[src/rtl/tfp_pkg.sv]
package tfp_pkg;
   typedef enum logic {
      OP_READ  = 1'b0,
      OP_WRITE = 1'b1
   } tfp_op_e;

   typedef enum logic {
      LANE_BYTE   = 1'b0,
      LANE_NIBBLE = 1'b1
   } tfp_lane_e;
endpackage

[src/rtl/tfp_pack.sv]
module tfp_pack #(
   parameter int WORD_W  = 16,
   parameter int FRAME_W = 8
) (
   input  logic               clk,
   input  logic               rst_n,
   input  logic               arm_i,
   input  logic               nib_i,
   input  logic               frm_valid_i,
   input  logic [FRAME_W-1:0] frm_data_i,
   input  logic               frm_last_i,
   input  logic               frm_mark_i,
   output logic               frm_ready_o,
   output logic               word_valid_o,
   output logic [WORD_W-1:0]  word_data_o,
   input  logic               word_ready_i,
   output logic               data_take_o,
   output logic               mark_take_o,
   output logic               word_made_o,
   output logic               rec_end_o
);
   localparam int HALF_W     = FRAME_W / 2;
   localparam int BYTE_LANES = WORD_W / FRAME_W;
   localparam int NIB_LANES  = WORD_W / HALF_W;
   localparam int LANE_W     = (NIB_LANES > 1) ? $clog2(NIB_LANES) : 1;
   localparam int SH_W       = $clog2(WORD_W) + 1;

   generate
      if (FRAME_W < 2 || (FRAME_W % 2) != 0) begin : g_bad_frame
         $error("tfp_pack: FRAME_W must be even and at least 2");
      end
      if ((WORD_W % FRAME_W) != 0 || WORD_W < 2 * FRAME_W) begin : g_bad_word
         $error("tfp_pack: WORD_W must be a multiple of FRAME_W, at least two frames");
      end
   endgenerate

   logic              active_q, ending_q, wv_q;
   logic [WORD_W-1:0] acc_q, wd_q;
   logic [LANE_W-1:0] lane_q;

   logic              drain_ok, take, data_take, closes, word_made, rec_end;
   logic [WORD_W-1:0] field, merged;
   logic [SH_W-1:0]   shamt;
   logic [LANE_W-1:0] lane_top;

   assign drain_ok    = !wv_q || word_ready_i;
   assign frm_ready_o = active_q && !ending_q && drain_ok;
   assign take        = frm_valid_i && frm_ready_o;
   assign data_take   = take && !frm_mark_i;

   always_comb begin
      if (nib_i == tfp_pkg::LANE_NIBBLE) begin
         field    = WORD_W'(frm_data_i[HALF_W-1:0]);
         shamt    = SH_W'(32'(lane_q) * HALF_W);
         lane_top = LANE_W'(NIB_LANES - 1);
      end else begin
         field    = WORD_W'(frm_data_i);
         shamt    = SH_W'(32'(lane_q) * FRAME_W);
         lane_top = LANE_W'(BYTE_LANES - 1);
      end
      merged = acc_q | (field << shamt);
   end

   assign closes    = (lane_q == lane_top) || frm_last_i;
   assign word_made = data_take && closes;
   assign rec_end   = active_q && ending_q && drain_ok;

   always_ff @(posedge clk or negedge rst_n) begin
      if (!rst_n) begin
         active_q <= 1'b0;
         ending_q <= 1'b0;
         wv_q     <= 1'b0;
         acc_q    <= '0;
         wd_q     <= '0;
         lane_q   <= '0;
      end else begin
         if (word_made) begin
            acc_q  <= '0;
            lane_q <= '0;
         end else if (data_take) begin
            acc_q  <= merged;
            lane_q <= lane_q + 1'b1;
         end
         if (word_made) begin
            wv_q <= 1'b1;
            wd_q <= merged;
         end else if (word_ready_i) begin
            wv_q <= 1'b0;
         end
         if (arm_i) begin
            active_q <= 1'b1;
            ending_q <= 1'b0;
            acc_q    <= '0;
            lane_q   <= '0;
         end else if (rec_end) begin
            active_q <= 1'b0;
            ending_q <= 1'b0;
         end else if (take && (frm_last_i || frm_mark_i)) begin
            ending_q <= 1'b1;
         end
      end
   end

   assign word_valid_o = wv_q;
   assign word_data_o  = wd_q;
   assign data_take_o  = data_take;
   assign mark_take_o  = take && frm_mark_i;
   assign word_made_o  = word_made;
   assign rec_end_o    = rec_end;

   AST_WORD_HOLD: assert property (@(posedge clk) disable iff (!rst_n)
      (wv_q && !word_ready_i) |=> (wv_q && $stable(wd_q)));

   AST_NO_TAKE_WHEN_ENDING: assert property (@(posedge clk) disable iff (!rst_n)
      (ending_q && frm_valid_i) |-> !take);
endmodule

[src/rtl/tfp_split.sv]
module tfp_split #(
   parameter int WORD_W  = 16,
   parameter int FRAME_W = 8,
   parameter int CNT_W   = 16
) (
   input  logic               clk,
   input  logic               rst_n,
   input  logic               arm_i,
   input  logic [CNT_W-1:0]   req_i,
   input  logic               nib_i,
   input  logic               wr_valid_i,
   input  logic [WORD_W-1:0]  wr_data_i,
   output logic               wr_ready_o,
   output logic               tx_valid_o,
   output logic [FRAME_W-1:0] tx_data_o,
   output logic               tx_last_o,
   input  logic               tx_ready_i,
   output logic               frame_sent_o,
   output logic               xfer_end_o
);
   localparam int HALF_W     = FRAME_W / 2;
   localparam int BYTE_LANES = WORD_W / FRAME_W;
   localparam int NIB_LANES  = WORD_W / HALF_W;
   localparam int REM_W      = $clog2(NIB_LANES + 1);

   logic              active_q;
   logic [WORD_W-1:0] sh_q;
   logic [REM_W-1:0]  rem_q;
   logic [CNT_W-1:0]  left_q;

   logic accept, sent;

   assign wr_ready_o = active_q && (rem_q == '0) && (left_q != '0);
   assign accept     = wr_valid_i && wr_ready_o;
   assign tx_valid_o = rem_q != '0;
   assign sent       = tx_valid_o && tx_ready_i;
   assign tx_last_o  = tx_valid_o && (rem_q == REM_W'(1)) && (left_q == '0);
   assign xfer_end_o = active_q && (left_q == '0) && (rem_q == '0);
   assign frame_sent_o = sent;

   always_comb begin
      if (nib_i == tfp_pkg::LANE_NIBBLE) tx_data_o = FRAME_W'(sh_q[HALF_W-1:0]);
      else                               tx_data_o = sh_q[FRAME_W-1:0];
   end

   always_ff @(posedge clk or negedge rst_n) begin
      if (!rst_n) begin
         active_q <= 1'b0;
         sh_q     <= '0;
         rem_q    <= '0;
         left_q   <= '0;
      end else begin
         if (accept) begin
            sh_q   <= wr_data_i;
            rem_q  <= (nib_i == tfp_pkg::LANE_NIBBLE) ? REM_W'(NIB_LANES) : REM_W'(BYTE_LANES);
            left_q <= left_q - 1'b1;
         end else if (sent) begin
            sh_q  <= (nib_i == tfp_pkg::LANE_NIBBLE) ? (sh_q >> HALF_W) : (sh_q >> FRAME_W);
            rem_q <= rem_q - 1'b1;
         end
         if (arm_i) begin
            active_q <= 1'b1;
            left_q   <= req_i;
            rem_q    <= '0;
         end else if (xfer_end_o) begin
            active_q <= 1'b0;
         end
      end
   end

   AST_TX_HOLD: assert property (@(posedge clk) disable iff (!rst_n)
      (tx_valid_o && !tx_ready_i) |=> (tx_valid_o && $stable(tx_data_o)));

   AST_NIB_HIGH_ZERO: assert property (@(posedge clk) disable iff (!rst_n)
      (nib_i && tx_valid_o) |-> (tx_data_o[FRAME_W-1:HALF_W] == '0));

   AST_LAST_THEN_IDLE: assert property (@(posedge clk) disable iff (!rst_n)
      (tx_valid_o && tx_ready_i && tx_last_o) |=> !tx_valid_o);
endmodule

[src/rtl/tape_frame_packer.sv]
module tape_frame_packer #(
   parameter int WORD_W  = 16,
   parameter int FRAME_W = 8,
   parameter int CNT_W   = 16
) (
   input  logic               clk,
   input  logic               rst_n,
   input  logic               start_i,
   input  logic               op_i,
   input  logic               nib_i,
   input  logic [CNT_W-1:0]   req_cnt_i,
   input  logic               frm_valid_i,
   input  logic [FRAME_W-1:0] frm_data_i,
   input  logic               frm_last_i,
   input  logic               frm_mark_i,
   output logic               frm_ready_o,
   output logic               word_valid_o,
   output logic [WORD_W-1:0]  word_data_o,
   input  logic               word_ready_i,
   input  logic               wr_valid_i,
   input  logic [WORD_W-1:0]  wr_data_i,
   output logic               wr_ready_o,
   output logic               tx_valid_o,
   output logic [FRAME_W-1:0] tx_data_o,
   output logic               tx_last_o,
   input  logic               tx_ready_i,
   output logic               busy_o,
   output logic               done_o,
   output logic [CNT_W-1:0]   fcnt_o,
   output logic               fcnt_err_o,
   output logic               mark_o
);
   import tfp_pkg::*;

   generate
      if (CNT_W < 2) begin : g_bad_cnt
         $error("tape_frame_packer: CNT_W must be at least 2");
      end
   endgenerate

   logic             busy_q, nib_q, mark_seen_q, done_q, err_q, mark_q;
   tfp_op_e          op_q;
   logic [CNT_W-1:0] req_q, fr_cnt_q, wd_cnt_q, fcnt_q;

   logic launch, arm_rd, arm_wr, finish;
   logic rd_data_take, rd_mark_take, rd_word_made, rd_end;
   logic wr_frame_sent, wr_end;

   assign launch = start_i && !busy_q;
   assign arm_rd = launch && (tfp_op_e'(op_i) == OP_READ);
   assign arm_wr = launch && (tfp_op_e'(op_i) == OP_WRITE);

   tfp_pack #(.WORD_W(WORD_W), .FRAME_W(FRAME_W)) u_pack (
      .clk          (clk),
      .rst_n        (rst_n),
      .arm_i        (arm_rd),
      .nib_i        (nib_q),
      .frm_valid_i  (frm_valid_i),
      .frm_data_i   (frm_data_i),
      .frm_last_i   (frm_last_i),
      .frm_mark_i   (frm_mark_i),
      .frm_ready_o  (frm_ready_o),
      .word_valid_o (word_valid_o),
      .word_data_o  (word_data_o),
      .word_ready_i (word_ready_i),
      .data_take_o  (rd_data_take),
      .mark_take_o  (rd_mark_take),
      .word_made_o  (rd_word_made),
      .rec_end_o    (rd_end)
   );

   tfp_split #(.WORD_W(WORD_W), .FRAME_W(FRAME_W), .CNT_W(CNT_W)) u_split (
      .clk          (clk),
      .rst_n        (rst_n),
      .arm_i        (arm_wr),
      .req_i        (req_cnt_i),
      .nib_i        (nib_q),
      .wr_valid_i   (wr_valid_i),
      .wr_data_i    (wr_data_i),
      .wr_ready_o   (wr_ready_o),
      .tx_valid_o   (tx_valid_o),
      .tx_data_o    (tx_data_o),
      .tx_last_o    (tx_last_o),
      .tx_ready_i   (tx_ready_i),
      .frame_sent_o (wr_frame_sent),
      .xfer_end_o   (wr_end)
   );

   assign finish = busy_q && ((op_q == OP_WRITE) ? wr_end : rd_end);

   always_ff @(posedge clk or negedge rst_n) begin
      if (!rst_n) begin
         busy_q      <= 1'b0;
         op_q        <= OP_READ;
         nib_q       <= 1'b0;
         req_q       <= '0;
         fr_cnt_q    <= '0;
         wd_cnt_q    <= '0;
         mark_seen_q <= 1'b0;
         fcnt_q      <= '0;
         err_q       <= 1'b0;
         mark_q      <= 1'b0;
         done_q      <= 1'b0;
      end else begin
         done_q <= finish;
         if (launch) begin
            busy_q      <= 1'b1;
            op_q        <= tfp_op_e'(op_i);
            nib_q       <= nib_i;
            req_q       <= req_cnt_i;
            fr_cnt_q    <= '0;
            wd_cnt_q    <= '0;
            mark_seen_q <= 1'b0;
         end else begin
            if (rd_data_take || wr_frame_sent) fr_cnt_q <= fr_cnt_q + 1'b1;
            if (rd_word_made)                  wd_cnt_q <= wd_cnt_q + 1'b1;
            if (rd_mark_take)                  mark_seen_q <= 1'b1;
            if (finish) begin
               busy_q <= 1'b0;
               if (op_q == OP_WRITE) begin
                  fcnt_q <= fcnt_q + fr_cnt_q;
                  err_q  <= 1'b0;
                  mark_q <= 1'b0;
               end else begin
                  fcnt_q <= fr_cnt_q;
                  err_q  <= mark_seen_q || (req_q > wd_cnt_q);
                  mark_q <= mark_seen_q;
               end
            end
         end
      end
   end

   assign busy_o     = busy_q;
   assign done_o     = done_q;
   assign fcnt_o     = fcnt_q;
   assign fcnt_err_o = err_q;
   assign mark_o     = mark_q;

   AST_DIR_EXCL: assert property (@(posedge clk) disable iff (!rst_n)
      !(frm_ready_o && wr_ready_o));

   AST_START_IGNORED: assert property (@(posedge clk) disable iff (!rst_n)
      (busy_q && start_i) |=> ($stable(req_q) && $stable(op_q) && $stable(nib_q)));

   AST_ERR_AT_DONE: assert property (@(posedge clk) disable iff (!rst_n)
      $rose(fcnt_err_o) |-> done_o);

   AST_FCNT_QUIET: assert property (@(posedge clk) disable iff (!rst_n)
      !done_o |-> ($stable(fcnt_o) && $stable(mark_o)));

   AST_DONE_PULSE: assert property (@(posedge clk) disable iff (!rst_n)
      done_o |=> !done_o);
endmodule

[config.mk]
export PLATFORM = sky130hd
export DESIGN_NAME = tape_frame_packer
export DESIGN_NICKNAME = d
export VERILOG_FILES = /design/src/rtl/tfp_pkg.sv /design/src/rtl/tfp_pack.sv /design/src/rtl/tfp_split.sv /design/src/rtl/tape_frame_packer.sv
export SDC_FILE = /design/constraint.sdc
export NUM_CORES = 1
export LEC_CHECK = 0
export CORE_MARGIN = 3
export CORE_UTILIZATION = 57
export CTS_CLUSTER_DIAMETER = 200
export DETAILED_ROUTE_END_ITERATION = 16
export PLACE_DENSITY = 0.87
export SYNTH_ARGS = -nofsm -noshare
export SYNTH_HDL_FRONTEND = slang
export SYNTH_HIERARCHICAL = 1
export SYNTH_SLANG_ARGS = --single-unit
[constraint.sdc]
create_clock -name clk -period 3.2 [get_ports clk]
set_input_delay 0.64 -clock clk [delete_from_list [all_inputs] [get_ports clk]]
set_output_delay 0.64 -clock clk [all_outputs]
set_load 0.03 [all_outputs]
==> reports/qor.yml, run 1 <==
fmax_mhz: 329.6
grt_use_met1: 0.3544
grt_pass1_vias: 6933
synth_seq_cells: 144
top_usage_layer: "met2"
final_hold_viol_count: 0
worstSetupPathType: "reg -> out"
htree_levels: 4
synth_top_area_frac: 0.4408
cp_cell_sequence: "inv_1 -> ha_1 -> or4b_2 -> nor4_4 -> nor2_1 -> dlygate4sd2_1"
fin_cells: 1165
wl_um: 20780
synth_most_common_cell: "dfrtp_1"
endpoint_kind: "primary output"
cp.arrival_ns: 2.39
cts.reportedPaths.clkPinSlew_ns: 0.06
avgSynthCellArea_um2: 9.321
max-slew-margin-rel: 0.4739
setup.worst_path.start_class: "flop"
drtIter0Drc: 648
via_per_inst: 6.238
fin_skew_ns: 0.006118
start_util: 0.5866
async_flop_share: 1.000
hpwl_um: 14200
setup_viol: 0
num_rows: 43
detail_route.drc_violations: 0
fp.coreArea_mm2: 0.01393
met2_usage: 0.4201
die_w_um: 125.8
ir_worst_vdd_uv: 483.6
clock_path_buffers: 2
chipHeight_um: 125.8
post-route-min-period_ns: 3.034
dp.cells: 1133
cp_slowest_cell: "or4b_2"
cts_buffers: 17
p_leak_uw: 0.004368
grt_pass1_wl_um: 33910
grt_start_max_net_pins: 63
hp-class: "in -> async"
drv_cap: 0
ys_top_cells_by_area: "dfrtp_1 (44%), ha_1 (5.8%), nor2_1 (3.9%)"
r2r_setup_slack_ns: 0.58
clkLatencyLatePin_ns: 0.43
synth_cells: 877
synth-main-ff-cell: "dfrtp_1"
gr-usage-all-layers: 0.2610
rsz0062_at_grt: "no"
yosysSeqAreaShare: 0.4408
setup_ws_ns: 0.1663
synth_common_cells: "dfrtp_1 (144), nor2_1 (86), nand2_1 (68)"
tightest_slew_ns: 0.7892
postCtsSetupRepairBufs: 0
ant_nets: 0
first_pass_iters: 5
critPathTopFamily: "simple AND/OR/NAND/NOR gates"
status: "finished clean"
drive_gt1_frac: 0.09848
finalSetupTns_ns: 0
synth_nets: 967
synth_warnings: 6
cp_num_buf_inv: 2
die-area_mm2: 0.01581
whs_ns: 0.1766
clockRootBuffer: "clkbuf_16"
preCtsSetupSlack_ns: 0.2305
cp.required_ns: 2.56
overflow: 0
grt.met3_usage: 0.04580
synth_edf_count: 0
port-buffer-count: 99
cts_tree: "built"
hold_buffers: 0
yosysUniqueCellTypes: 77
cts.sinks: 144
worstPathMaxFanout: 5
vias: 7267
areaGrowthSynthToFinish_pct: 21.89
diodes: 0
nNetsFinal: 1062
gp_congestion: 0.9249
post_drt_wl_per_cell_um: 17.84
slowest_delay_ns: 0.66
powerDensity_mw_per_mm2: 822.1
synth_area_leader_cell: "dfrtp_1"
finalCritPeriodShare: 0.9480
synthesis.area_mm2: 0.008174
num_io_pins: 100
drv_slew: 0
antenna_found_initial: 0
[per-stage QoR]
step	power, µW	util	cell area, µm²
after global placement	5911	0.6702	9339
final	8191	0.7150	9963
after global routing	8674	0.7150	9963
after detailed placement	6060	0.6702	9339
after floorplan	5054	-	8174
after CTS	8174	0.7141	9951
[registers in the layout, indices dropped and copies added, names as in the netlist, 3 cells and up]
register            flops
req_q                  16
fcnt_o                 16
u_split/left_q         16
u_split/rem_q           3
fr_cnt_q               16
u_pack/acc_q           16
u_pack/word_data_o     16
wd_cnt_q               16
u_split/sh_q           16
[path summary, 6_finish.rpt]
kind | end | cells past startpoint | start
max | wr_ready_o | 6 | u_split/left_q[0]
min | u_pack/word_data_o[6] | 1 | rst_n
max reg2reg | fcnt_o[4] | 11 | u_split/left_q[0]
min reg2reg | u_pack/word_data_o[12] | 2 | u_pack/word_data_o[12]
max in group asynchronous | wd_cnt_q[11] | 2 | rst_n
min in group clk | u_pack/word_data_o[12] | 2 | u_pack/word_data_o[12]
[routing by layer]
metal	wire, µm	vias to the layer above
met3	1436	45
li1	-	3353
met5	0	-
met4	488	0
met2	10150	338
met1	8703	3531
[power by group]
| part | total (µW) | switching [µW] | internal, µW |
|---|---|---|---|
| combinational | 3070 | 1690 | 1370 |
| sequential | 3050 | 625 | 2430 |
| clock | 2070 | 803 | 1270 |
| total | 8190 | 3120 | 5070 |
[cell families after synthesis]
| logic type | after synthesis | synth area share |
|---|---|---|
| buffers and inverters | 78 | 0.04408 |
| AOI/OAI and AO/OA | 208 | 0.1569 |
| adders and majority gates | 39 | 0.06062 |
| muxes | 35 | 0.04546 |
| DFF | 144 | 0.4408 |
| and+or+nand+nor | 338 | 0.2146 |
| xor gates and xnor gates | 35 | 0.03750 |
[layout make-up]
cell class / count / area (µm²)
multi-input cells: 655 / 4230
fillers: 1008 / 3971
inverters: 33 / 125.1
flip-flops and latches: 144 / 3603
repair buffers: 121 / 1166
clock buffers: 20 / 456.7
well taps: 180 / 225.2
clock inverters: 12 / 156.4
[cells in the final DEF, fill, tap and decap left out, types with 3 or more instances in the layout]
cell             netlist  layout
dfrtp_1              144     144
clkdlybuf4s50_1        0      96
nor2_1                86      86
nand2_1               68      68
a21oi_1               59      59
o21ai_0               54      54
nand3_1               51      51
ha_1                  38      38
inv_1                 30      30
a31oi_1               23      23
buf_4                  6      22
xnor2_1               21      21
nor3_1                20      20
mux2i_1               18      18
mux2_2                17      17
and3_1                17      17
clkbuf_16              0      17
or3_1                 15      15
xor2_1                14      14
nand4_1               12      12
o21ai_1               11      11
nor2b_1               11      10
o211ai_1              10      10
o21a_1                10      10
or4_1                  9       9
nand2b_1               8       8
and4_1                 4       4
a221oi_1               4       4
a21o_1                 4       4
clkinvlp_4             0       4
a32oi_1                4       4
or2_0                  4       4
a221o_1                4       4
nor4_1                 4       3
a211o_1                3       3
bufinv_16              0       3
clkinv_2               1       3
[timing repair]
action | in CTS | in global routing
setup endpoints to repair | 1 | 1
gates resized for setup | 1 | 2
hold endpoints to repair | 0 | 0
No activity file was read; power rests on OpenSTA's default activity.
==> inputs of run 2 (changes only) <==
--- a/config.mk
+++ b/config.mk
@@ -5,7 +5,7 @@
 export SDC_FILE = /design/constraint.sdc
 export NUM_CORES = 1
 export LEC_CHECK = 0
-export CORE_MARGIN = 3
+export CORE_MARGIN = 1.5
 export CORE_UTILIZATION = 57
 export CTS_CLUSTER_DIAMETER = 200
 export DETAILED_ROUTE_END_ITERATION = 16
==> run 2 against run 1 <==
Combinational power barely moved; cell count fell by 0.52%; clock power rose by 4%; utilization fell by 0.054 points; first-iteration DRC count rose by 8.8%; total power rose by 0.52%.
==> reports/qor.yml, run 2 (synthesized netlist as in run 1, its figures left out) <==
status: "finished clean"
fin_skew_ns: 0.005444
p_leak_uw: 0.004372
cp-startpoint: "u_split/left_q[0]"
fp.coreArea_mm2: 0.01393
fmax_mhz: 327.2
max-slew-margin-rel: 0.5053
chipHeight_um: 122.8
antenna_found_initial: 0
finalCritPeriodShare: 0.9550
diodes: 0
final_hold_viol_count: 0
final_cell_mix: "dfrtp_1 (144), clkdlybuf4s50_1 (96), nor2_1 (86)"
gr-usage-all-layers: 0.2864
setup.worst_path.start_class: "flop"
hp-class: "in -> async"
cp.required_ns: 2.56
cp_cell_sequence: "inv_1 -> ha_1 -> or4b_2 -> nor4_4 -> nor2_1 -> dlygate4sd2_1"
grt_start_max_net_pins: 67
num_rows: 43
first_pass_iters: 5
tightest_slew_ns: 0.7420
grt_pass1_vias: 6959
cts_tree: "built"
detail_route.drc_violations: 0
rsz0062_at_grt: "no"
post-route-min-period_ns: 3.056
drv_cap: 0
via_per_inst: 6.191
endpoint_kind: "primary output"
r2r-start: "u_split/rem_q[0]"
final_common_cell: "dfrtp_1"
worstPathMaxFanout: 5
wl_um: 20220
port-buffer-count: 99
drv_slew: 0
overflow: 0
cp.arrival_ns: 2.42
nNetsFinal: 1058
slowest_delay_ns: 0.66
postCtsSetupRepairBufs: 0
powerDensity_mw_per_mm2: 827.0
gp_congestion: 0.9362
r2r_setup_slack_ns: 0.38
dpl_cell_area_mm2: 0.009309
cts.sinks: 144
cts.reportedPaths.clkPinSlew_ns: 0.06
ir_worst_vdd_uv: 454.0
hpwl_um: 13970
drtIter0Drc: 705
ant_nets: 0
grt_pass1_wl_um: 33630
finalSetupTns_ns: 0
clockRootBuffer: "clkbuf_16"
r2r-end: "fr_cnt_q[10]"
htree_levels: 4
vias: 7175
die_w_um: 122.8
setup_viol: 0
num_io_pins: 100
fin_util: 0.7145
rr_worst_depth: 9
clkLatencyLatePin_ns: 0.43
drive_gt1_frac: 0.09397
cp_slowest_cell: "or4b_2"
design_area_mm2: 0.009956
areaGrowthSynthToFinish_pct: 21.80
post_drt_wl_per_cell_um: 17.45
start_util: 0.5866
die-area_mm2: 0.01507
cts_buffers: 17
endpoint: "wr_ready_o"
clock_path_buffers: 2
worstSetupPathType: "reg -> out"
==> run 2: cell type report <==
cell class              count  area (µm²)
clock inverters             9       155.1
well taps                 180       225.2
inverters                  33       125.1
fillers                  1044        3979
flip-flops and latches    144        3603
multi-input cells         655        4230
clock buffers              21       480.5
repair buffers            117        1136
==> run 2: routing by layer <==
layer / vias up / global-route usage / wire (µm)
met3: 47 / 0.04833 / 1281
li1: 3352 / - / -
met1: 3469 / 0.3910 / 8683
met4: 0 / 0.1243 / 452
met5: - / 0 / 0
met2: 307 / 0.4510 / 9805
==> run 2: worst min-delay path by stage <==
stage                                start                      to  slack (ns)  depth (start not counted)
floorplan                            rst_n                  busy_o        0.34                          0
global placement     u_pack/word_data_o[3]   u_pack/word_data_o[3]        0.47                          2
detailed placement  u_pack/word_data_o[14]  u_pack/word_data_o[14]        0.48                          2
CTS                                  rst_n  u_pack/word_data_o[12]        0.13                          1
global route                         rst_n  u_pack/word_data_o[12]        0.15                          1
finish                               rst_n   u_pack/word_data_o[0]        0.12                          1
==> run 2: what timing repair did <==
| action | in CTS | in global routing |
|---|---|---|
| hold endpoints to repair | 0 | 0 |
| endpoints found under the setup margin | 1 | 1 |
| hold buffers | 0 | 0 |
| resized for setup | 1 | 2 |
==> run 2: worst max-delay path: cells and delay by family, from the launching register on <==
kind	cells	cell delay [ns]
AND/OR/NAND/NOR	3	0.92
buffers and inverters	2	0.45
adder cells (fa/ha/maj)	1	0.23
flip-flops	1	0.40
==> run 2: per-stage QoR <==
step                std cells  hold slack, ns  total power (µW)  worst slack (ns)
floorplan                 877          0.3444              5054            0.1933
global placement         1129          0.4671              5892            0.3107
detailed placement       1129          0.4800              6034            0.2647
CTS                      1159          0.1287              8227           0.05138
global route             1159          0.1497              8727           0.01508
finish                   1159          0.1223              8233            0.1440
==> run 2: power by group <==
group | total [µW] | leakage, µW | switching [µW] | internal [µW]
clock | 2150 | 0.000311 | 768 | 1380
combinational | 3060 | 0.00221 | 1710 | 1360
sequential | 3020 | 0.00185 | 594 | 2430
total | 8230 | 0.00437 | 3070 | 5160
